<file path="src/rtl/hdlc_rx_idle_len_mon.sv">
module hdlc_rx_idle_len_mon #(
  parameter int WORD_W = 16,
  parameter logic [WORD_W-1:0] IDLE_WORD = 16'hFFFE,
  parameter int LEN_W = 16
) (
  input  logic             clk,
  input  logic             rst_n,
  input  logic             bit_vld,
  input  logic             bit_in,
  input  logic             frm_start,
  input  logic             frm_end,
  input  logic             byte_stb,
  input  logic [LEN_W-1:0] max_len,
  output logic             idle_evt,
  output logic             nonidle_evt,
  output logic             maxlen_evt,
  output logic             discard
);
  localparam int PH_W  = $clog2(WORD_W);
  localparam int CNT_W = LEN_W + 1;

  logic [WORD_W-1:0] win;
  logic [PH_W-1:0]   phase;
  logic              line_idle;

  wire [WORD_W-1:0] win_nx    = {win[WORD_W-2:0], bit_in};
  wire              word_done = bit_vld && (phase == PH_W'(WORD_W - 1));
  wire              is_idle   = (win_nx == IDLE_WORD);

  always_ff @(posedge clk or negedge rst_n) begin
    if (!rst_n) begin
      win         <= '0;
      phase       <= '0;
      line_idle   <= 1'b0;
      idle_evt    <= 1'b0;
      nonidle_evt <= 1'b0;
    end else begin
      idle_evt    <= 1'b0;
      nonidle_evt <= 1'b0;
      if (bit_vld) begin
        win   <= win_nx;
        phase <= word_done ? '0 : phase + 1'b1;
      end
      if (word_done) begin
        if (is_idle && !line_idle) begin
          idle_evt  <= 1'b1;
          line_idle <= 1'b1;
        end else if (!is_idle && line_idle) begin
          nonidle_evt <= 1'b1;
          line_idle   <= 1'b0;
        end
      end
    end
  end

  logic [CNT_W-1:0] cnt;
  logic             in_frame;

  wire              counting  = frm_start | in_frame;
  wire [CNT_W-1:0]  cnt_base  = frm_start ? '0 : cnt;
  wire              disc_base = frm_start ? 1'b0 : discard;
  wire              take      = byte_stb && counting && !disc_base;
  wire [CNT_W-1:0]  cnt_nx    = cnt_base + CNT_W'(take);
  wire              over      = take && (max_len != '0) && (cnt_nx > {1'b0, max_len});

  always_ff @(posedge clk or negedge rst_n) begin
    if (!rst_n) begin
      cnt        <= '0;
      in_frame   <= 1'b0;
      discard    <= 1'b0;
      maxlen_evt <= 1'b0;
    end else begin
      cnt        <= cnt_nx;
      discard    <= disc_base | over;
      maxlen_evt <= over;
      in_frame   <= frm_start | (in_frame & ~frm_end);
    end
  end
endmodule


</file>
<file path="config.mk">
export PLATFORM = sky130hd
export DESIGN_NAME = hdlc_rx_idle_len_mon
export DESIGN_NICKNAME = d
export VERILOG_FILES = /design/src/rtl/hdlc_rx_idle_len_mon.sv
export SDC_FILE = /design/constraint.sdc
export NUM_CORES = 1
export LEC_CHECK = 0
export BUFFER_PORTS_ARGS = -buffer_cell sky130_fd_sc_hd__buf_2
export CORE_MARGIN = 1
export CORE_UTILIZATION = 55
export CTS_BUF_LIST = sky130_fd_sc_hd__clkbuf_8
export DETAILED_ROUTE_END_ITERATION = 10
export GPL_TIMING_DRIVEN = 0
export PLACE_DENSITY = 0.85
export SLEW_MARGIN = 20
export SYNTH_ARGS = -nofsm -noshare
export SYNTH_HDL_FRONTEND = slang
export SYNTH_SLANG_ARGS = --single-unit
export TNS_END_PERCENT = 10
</file>
<file path="constraint.sdc">
create_clock -name clk -period 7 [get_ports clk]
set_input_delay 0.35 -clock clk [delete_from_list [all_inputs] [get_ports clk]]
set_output_delay 0.35 -clock clk [all_outputs]
set_load 0.01 [all_outputs]
</file>
# Yosys cells after proc, flatten, opt, wreduce, memory -nomap -nowiden
# Cells that the tools add are included.
dict set report classes {
  n_addsub 2
  muxes 10
  order_cmp 1
  eq_ne 2
  reduce_logical 13
  bitwise 5
}
# operator n
set op_table {}
lappend op_table {{adder 17 x 1 -> 17 bit} 1}
lappend op_table {{greater-than comparator 17 x 16 -> 1 bit} 1}
lappend op_table {{two-way mux 17 bit} 1}
lappend op_table {{== test 16 bit, second input constant} 1}
lappend op_table {{nonzero test 16 bit} 1}
lappend op_table {{two-way mux 1 bit} 8}
lappend op_table {{logical AND 1 bit} 7}
lappend op_table {{adder 4 x 1 -> 4 bit, second input constant} 1}
lappend op_table {{== test 4 bit, second input constant} 1}
lappend op_table {{two-way mux 4 bit} 1}
lappend op_table {{zero test 1 bit} 3}
lappend op_table {{OR 1 bit} 3}
lappend op_table {{AND reduction 2 bit} 1}
lappend op_table {{nonzero test 2 bit} 1}
lappend op_table {{AND 1 bit} 1}
lappend op_table {{inverter 1 bit} 1}
dict set report word_totals {
  input_bits 23
  regBits 42
}

# Logic depth before layout (Yosys ltp)
# Gate-level depths: netlist of the first run.
dict set report depth {
  word_depth 7
  depth_mapped 16
  mapped_depth_nobuf 16
}

# Worst setup path after synthesis of the first run
# OpenSTA, ideal clock, no wires.
dict set report synth_timing {
  path_type {register to register}
  start {reg discard}
  end {reg discard}
  path_stages_with_launch 17
  setup_ps 135
  t_required_ps 6865
  path_slack_ps 4094
  path_buffers 0
  t_arrival_ps 2771
  period_less_slack_ps 2906
  cell_sequence {dfrtp_1 -> inv_1 -> a21oi_1 -> nor2b_1 -> ha_1 -> nand4_4 -> nor4_4 -> nand3_1 -> xor2_1 -> nor2_1 -> ha_1 -> a21oi_1 -> a21oi_1 -> o21ai_0 -> o211ai_1 -> a21oi_2 -> o22ai_1}
}
dict set report synth_between {
  elab_chain_len 7
  word_cells_on_any_way 8
}
# element line
set synth_rtl {}
lappend synth_rtl {{start: declaration} 17} ;# output logic discard
lappend synth_rtl {{start signal: assignment} 74} ;# discard <= disc_base | over;
lappend synth_rtl {{two-way mux 1 bit} 61} ;# wire disc_base = frm_start ? 1'b0 : discard;
lappend synth_rtl {{zero test 1 bit} 62} ;# wire take = byte_stb && counting && !disc_base;
lappend synth_rtl {{logical AND 1 bit} 62}
lappend synth_rtl {{adder 17 x 1 -> 17 bit} 63} ;# wire [CNT_W-1:0] cnt_nx = cnt_base + CNT_W'(take);
lappend synth_rtl {{via cnt_nx[11]} 63}
lappend synth_rtl {{greater-than comparator 17 x 16 -> 1 bit} 64} ;# wire over = take && (max_len != '0) && (cnt_nx > {1'b0, max_len});
lappend synth_rtl {{logical AND 1 bit} 64}
lappend synth_rtl {{OR 1 bit} 74}
# The timed path passes the listed nets, and every way through them passes these cells.
# A chain may end at the register's enable or synchronous reset.

# Worst setup path after layout of the first run
# Same ends and word-level chain as after synthesis.

==> impl_metrics.yaml, run 1 <==
timing:
  period_needed_ps: 3310
  fmax_mhz: 302.1
  max_slew_margin_pct: 39.65
  drv_slew: 0
  finalCritPeriodShare_pct: 47.28
  setup_viol: 0
  finalHoldViolCount: 0
  rsz0062_at_grt: "false"
  fin_tns_setup_ps: 0
  finalClockSkew_ps: 10.09
  worstMarginPinSlew_ps: 905.3
drt:
  routed_via_density: 5.467
  dr.pass1.iters: 4
  wire_per_inst_um: 13.92
  drt_iter0_drc: 69
  drc: 0
  wl_mm: 4.233
  drtAntennaViolNets: 0
  vias: 1662
synthesis:
  synth-edff-count: 0
  ys.flop_type: "dfrtp_1"
  ys_types: 37
  ys_ff_latch: 42
  syn_inst: 220
  yosysWarnings: 0
  avgSynthCellArea_sq_um: 10.46
  syn_nets: 263
  syn_area_sq_um: 2301
  yosysSeqAreaShare_pct: 45.68
  synthArstFlopShare_pct: 100.0
worst_setup_path:
  slowest_stage: "nor4_4"
  cp_data_required_time_ps: 7160
  end_kind: "register"
  arrival_ps: 3470
  startpoint_type: "register"
  crit_type: "register to register"
  max_stage_delay_ps: 440
  worst-path-max-fanout: 5
  crit_chain: "inv_1 > a21oi_1 > nor2b_1 > ha_1 > nand4_4 > nor4_4 > nand4_1 > xor2_1 > nor2_1 > ha_1 > nand2_1 > a21oi_1 > o21ai_0 > o211ai_1 > a21oi_2 > o22ai_1"
power_and_ir_drop:
  power_frac_comb_pct: 18.1
  power.density_nw_per_um2: 234.4
  net-switching-power_uw: 174.7
  switching_share_pct: 28.79
  ir_drop_v: 0.00009424
  power_frac_seq_pct: 54.6
  leakage_uw: 0.001297
  clockPowerShare_pct: 27.3
  internal_power_uw: 432.1
floorplan:
  rows: 23
  ios: 27
  core_area_sq_um: 4000
  fp.dieH_um: 66.68
  dieArea_sq_um: 4446
  start_util_pct: 57.52
  die_x_um: 66.68
clocking:
  cts_buffers: 5
  root_buffer: "clkbuf_8"
  hold_buffers: 0
  htree_levels: 2
  numClockSinks: 42
  cts_tree: "built"
  clk_pin_slew_ps: 90
  cts_setup_buffers: 0
  cts_resized: 0
  clk_latency_ps: 300
  cts_buffer_depth: 2
placed_design:
  globalplace.congestion: 0.7775
  io_buffers: 26
  place_hpwl_mm: 3.178
  dpl-instance-area_sq_um: 2494
cells_and_area:
  antenna_cells: 0
  drive_gt1_share_pct: 24.02
  final_util_pct: 64.72
  layout.nets: 296
  area.growth.synth_to_final_pct: 12.51
  final_cell_area_sq_um: 2589
grt:
  grt_max_degree: 43
  grt_overflow: 0
  grt_pass1_wl_mm: 7.017
  grt_pass1_vias: 1631
  grt_antenna_before_repair: 0
  grtUsageTotal_pct: 21.96
run:
  maxCapViolations: 0
outcome:
  status: "finished, final reports clean"
worst_hold_path:
  min_path_type: "primary input to async pin"
==> synth_stat cells (all sizes together), types with 2 or more instances <==
cell / instances / share of area (%)
a21o: 2 / 0.65
nor4: 5 / 2.0
buf: 2 / 0.38
ha: 20 / 11
a21oi: 8 / 1.9
o21ai: 5 / 1.1
nand4: 10 / 3.6
dfrtp: 42 / 46
mux2: 18 / 9.0
nand3: 7 / 1.5
nor3: 2 / 0.44
xnor2: 6 / 2.3
nor2: 24 / 4.2
inv: 23 / 3.8
nand2: 16 / 2.6
nor2b: 4 / 1.1
and2: 2 / 0.54
xor2: 10 / 3.8
and3: 2 / 0.54
clkbuf: 2 / 0.33
==> worst paths after layout <==
path	from	endpoint	slack, ps	cells past startpoint
max in group asynchronous	rst_n	in_frame$_DFF_PN0_	6260	1
min reg2reg	phase[3]$_DFFE_PN0P_	phase[3]$_DFFE_PN0P_	500	1
min in group clk	bit_in	win[0]$_DFFE_PN0P_	300	2
min	rst_n	nonidle_evt$_DFF_PN0_	170	1
max reg2reg	discard$_DFF_PN0_	discard$_DFF_PN0_	3690	16
max	discard$_DFF_PN0_	discard$_DFF_PN0_	3690	16
==> sequential cells by signal, indices dropped and copies added, names as in the netlist <==
register / count
cnt: 17
win: 15
phase: 4
discard: 1
idle_evt: 1
in_frame: 1
line_idle: 1
maxlen_evt: 1
nonidle_evt: 1
==> power groups by stage <==
stage	Sequential, uW	Combinational (uW)	Clock [uW]
floorplan	324	81.7	0
global placement	333	103	0
detailed placement	335	109	0
CTS	331	112	168
global route	339	124	180
finish	331	110	166
==> layout make-up <==
type / instances / area, sq um
well taps: 50 / 62.56
clock inverters: 2 / 12.51
clock buffers: 6 / 82.58
plain buffers: 4 / 16.27
inverters: 23 / 86.33
flip-flops and latches: 42 / 1051
multi-input cells: 151 / 1147
repair buffers: 26 / 130.1
fillers: 314 / 1411
==> per-layer routing <==
layer | GRT usage [%] | share of wire (%) | vias to the layer above
met2 | 38.64 | 51 | 34
met3 | 5.822 | 3.3 | 10
met5 | 0 | 0 | -
met1 | 24.65 | 44 | 793
li1 | - | - | 825
met4 | 9.574 | 2.1 | 0
==> cell usage in the layout (no fill, tap or decap), types with 4 or more instances in the layout <==
| master | Yosys | layout |
|---|---|---|
| dfrtp_1 | 42 | 42 |
| buf_2 | 1 | 27 |
| nor2_1 | 23 | 23 |
| inv_1 | 23 | 23 |
| ha_1 | 20 | 20 |
| mux2_2 | 17 | 17 |
| nand2_1 | 16 | 16 |
| xor2_1 | 10 | 10 |
| nand4_1 | 8 | 8 |
| nand3_1 | 7 | 7 |
| a21oi_1 | 7 | 7 |
| xnor2_1 | 6 | 6 |
| clkbuf_8 | 0 | 6 |
| o21ai_0 | 5 | 5 |
| nor2b_1 | 4 | 4 |
| nor4_1 | 4 | 4 |
==> worst max-delay path: cells and delay by family, from the launching register on <==
kind,cells,cell delay [ps]
AND/OR/NAND/NOR,6,1200
buffers and inverters,1,70
XOR/XNOR,1,230
AO/OA/AOI/OAI,6,680
flip-flops,1,370
adder cells (fa/ha/maj),2,600
==> per-stage QoR <==
stage | worst slack (ps) | std cells | power (uW) | hold slack [ps]
6_report | 3690 | 304 | 606.9 | 168.0
5_1_grt | 3281 | 304 | 642.3 | 230.2
4_1_cts | 3639 | 304 | 611.1 | 202.4
3_5_place_dp | 3541 | 296 | 444.0 | 472.9
3_3_place_gp | 3599 | 296 | 435.2 | 466.2
2_1_floorplan | 4094 | 220 | 405.8 | 54.41
==> kinds of logic (layout without fill, tap and decap cells) <==
group / after synthesis / after routing / share of synthesized area [%]
AO/OA/AOI/OAI: 21 / 21 / 5.601
XOR/XNOR: 16 / 16 / 6.090
adder cells (fa/ha/maj): 20 / 20 / 10.88
buffers and inverters: 27 / 61 / 4.459
flip-flops: 42 / 42 / 45.68
multiplexers: 18 / 18 / 8.972
AND/OR/NAND/NOR: 76 / 76 / 18.32
Power figures use the tool's default switching activity.
==> run 2, diff against run 1 <==
Clock period 7 ns to 3.2 ns, I/O delays scaled along.
==> run 2 against run 1 <==
The flow now finishes with violations (negative hold slack). Worst hold slack lost 190 ps. Register-to-register slack lost 3600 ps. Via count is 1.5% higher. Critical path depth did not move. Utilization grew 2.1 points. First-iteration DRC count fell by 8.7%. Maximum frequency grew 7.7%. Non-clock buffer count grew 5. Final cell count increased by 1.6%. Sequential share of layout area decreased by 1.3 points. Die area stayed put. Combinational power is 130% higher. Largest cell class unchanged.
==> impl_metrics.yaml, run 2 (same netlist as run 1, synthesis figures left out) <==
grt:
  grt_pass1_wl_mm: 7.031
  grt_max_degree: 43
  grt_antenna_before_repair: 0
  grt_overflow: 0
  grt_pass1_vias: 1632
  grtUsageTotal_pct: 22.00
worst_setup_path:
  arrival_ps: 3240
  startpoint_type: "register"
  crit_chain: "inv_2 > a21oi_4 > nor2b_4 > ha_4 > nand4_4 > nor4_4 > nand4_1 > xor2_1 > nor2_1 > ha_1 > nand2_1 > a21oi_1 > o21ai_1 > o211ai_1 > a21oi_2 > o22ai_1"
  crit_type: "register to register"
  end_kind: "register"
  max_stage_delay_ps: 430
  worst-path-max-fanout: 5
  r2r_slack_ps: 130
  cp_data_required_time_ps: 3370
  slowest_stage: "nor4_4"
timing:
  finalCritPeriodShare_pct: 96.02
  rsz0062_at_grt: "true"
  finalHoldViolCount: 42
  setup_viol: 0
  period_needed_ps: 3073
  finalClockSkew_ps: 10.40
  worstMarginPinSlew_ps: 899.7
  fmax_mhz: 325.5
  whs_ps: -25.19
  max_slew_margin_pct: 40.02
  drv_slew: 0
clocking:
  root_buffer: "clkbuf_8"
  numClockSinks: 42
  cts_tree: "built"
  htree_levels: 2
  clk_pin_slew_ps: 90
  cts_buffer_depth: 2
  hold_buffers: 0
  cts_buffers: 5
  clk_latency_ps: 300
power_and_ir_drop:
  leakage_uw: 0.001327
  net-switching-power_uw: 382.7
  power_frac_comb_pct: 18.7
  ir_drop_v: 0.0002031
  clockPowerShare_pct: 27.0
  power.density_nw_per_um2: 498.7
  internal_power_uw: 950.8
  design_power_total_uw: 1333
  switching_share_pct: 28.70
  power_frac_seq_pct: 54.4
cells_and_area:
  layout_commonest_cell: "dfrtp_1"
  area.growth.synth_to_final_pct: 16.20
  layout.nets: 301
  layout_common_cells: "dfrtp_1, buf_2, inv_1"
  regMostFlops: "cnt"
  biggestRegsByFlops: "cnt x17, win x15, phase x4"
  final_util_pct: 66.84
  largest_reg_flops: 17
  drive_gt1_share_pct: 28.57
  antenna_cells: 0
  n_fill_cell: 300
  regArea_sq_um: 1051
  multi_input_area_sq_um: 1195
drt:
  vias: 1687
  drt_iter0_drc: 63
  drtAntennaViolNets: 0
  drc: 0
  routed_via_density: 5.460
  wire_per_inst_um: 14.07
  wl_mm: 4.349
  dr.pass1.iters: 4
placed_design:
  place_hpwl_mm: 3.178
  globalplace.congestion: 0.7775
  io_buffers: 26
floorplan:
  ios: 27
  core_area_sq_um: 4000
  dieArea_sq_um: 4446
  fp.dieH_um: 66.68
  die_x_um: 66.68
  start_util_pct: 57.52
  rows: 23
outcome:
  violations: "negative hold slack"
  status: "finished, violations left"
run:
  maxCapViolations: 0
worst_hold_path:
  min_path_type: "primary input to async pin"
[run 2: repair_timing]
| item | CTS | global route |
|---|---|---|
| endpoints found under the hold margin | 0 | 0 |
| pin swaps | 1 | 13 |
| setup buffers | 0 | 5 |
| resized for setup | 3 | 10 |
| setup endpoints to repair | 2 | 2 |
[run 2: metal layers]
metal	part of all wire (%)	vias to the layer above	global-route usage, %
li1	-	834	-
met3	3.2	7	5.651
met5	0	-	0
met4	1.4	0	9.574
met1	43	811	24.86
met2	52	35	38.64
[run 2: cell type report]
type,instances,area share (%)
repair buffers,31,6.270
clock buffers,6,3.088
flip-flops and latches,42,39.31
plain buffers,4,0.6083
clock inverters,2,0.4679
inverters,23,3.229
well taps,50,2.340
multi-input cells,151,44.69
[run 2: path summary, 6_finish.rpt]
| kind | from | to | cells past startpoint |
|---|---|---|---|
| min in group clk | bit_in | win[0]$_DFFE_PN0P_ | 2 |
| worst min register to register | phase[3]$_DFFE_PN0P_ | phase[3]$_DFFE_PN0P_ | 1 |
| worst min-delay path | rst_n | nonidle_evt$_DFF_PN0_ | 1 |
| max in group asynchronous | rst_n | in_frame$_DFF_PN0_ | 1 |
| worst max-delay path | discard$_DFF_PN0_ | discard$_DFF_PN0_ | 16 |
| worst max register to register | discard$_DFF_PN0_ | discard$_DFF_PN0_ | 16 |
[run 2: per-stage QoR]
stage	instances	area [sq um]	worst slack, ps	TNS [ps]
global placement	296	2494	-81.04	-114.4
finish	309	2674	127.4	0
global route	309	2674	-72.93	-98.95
CTS	304	2595	15.63	0
floorplan	220	2301	294.4	0
detailed placement	296	2494	-118.2	-178.0
[run 2: critical path: cells and delay by family (launching register included)]
kind | cells | cell delay (ps)
AO/OA/AOI/OAI | 6 | 610
AND/OR/NAND/NOR | 6 | 1100
buffers and inverters | 1 | 90
XOR/XNOR | 1 | 260
adder cells (fa/ha/maj) | 2 | 500
flip-flops | 1 | 380
[run 2: power by group through the flow]
stage,Combinational [uW],Sequential [uW],Clock (uW)
after floorplan,179,709,0
after global placement,225,727,0
after detailed placement,239,733,0
after CTS,246,724,368
after global routing,279,741,396
final,249,725,360
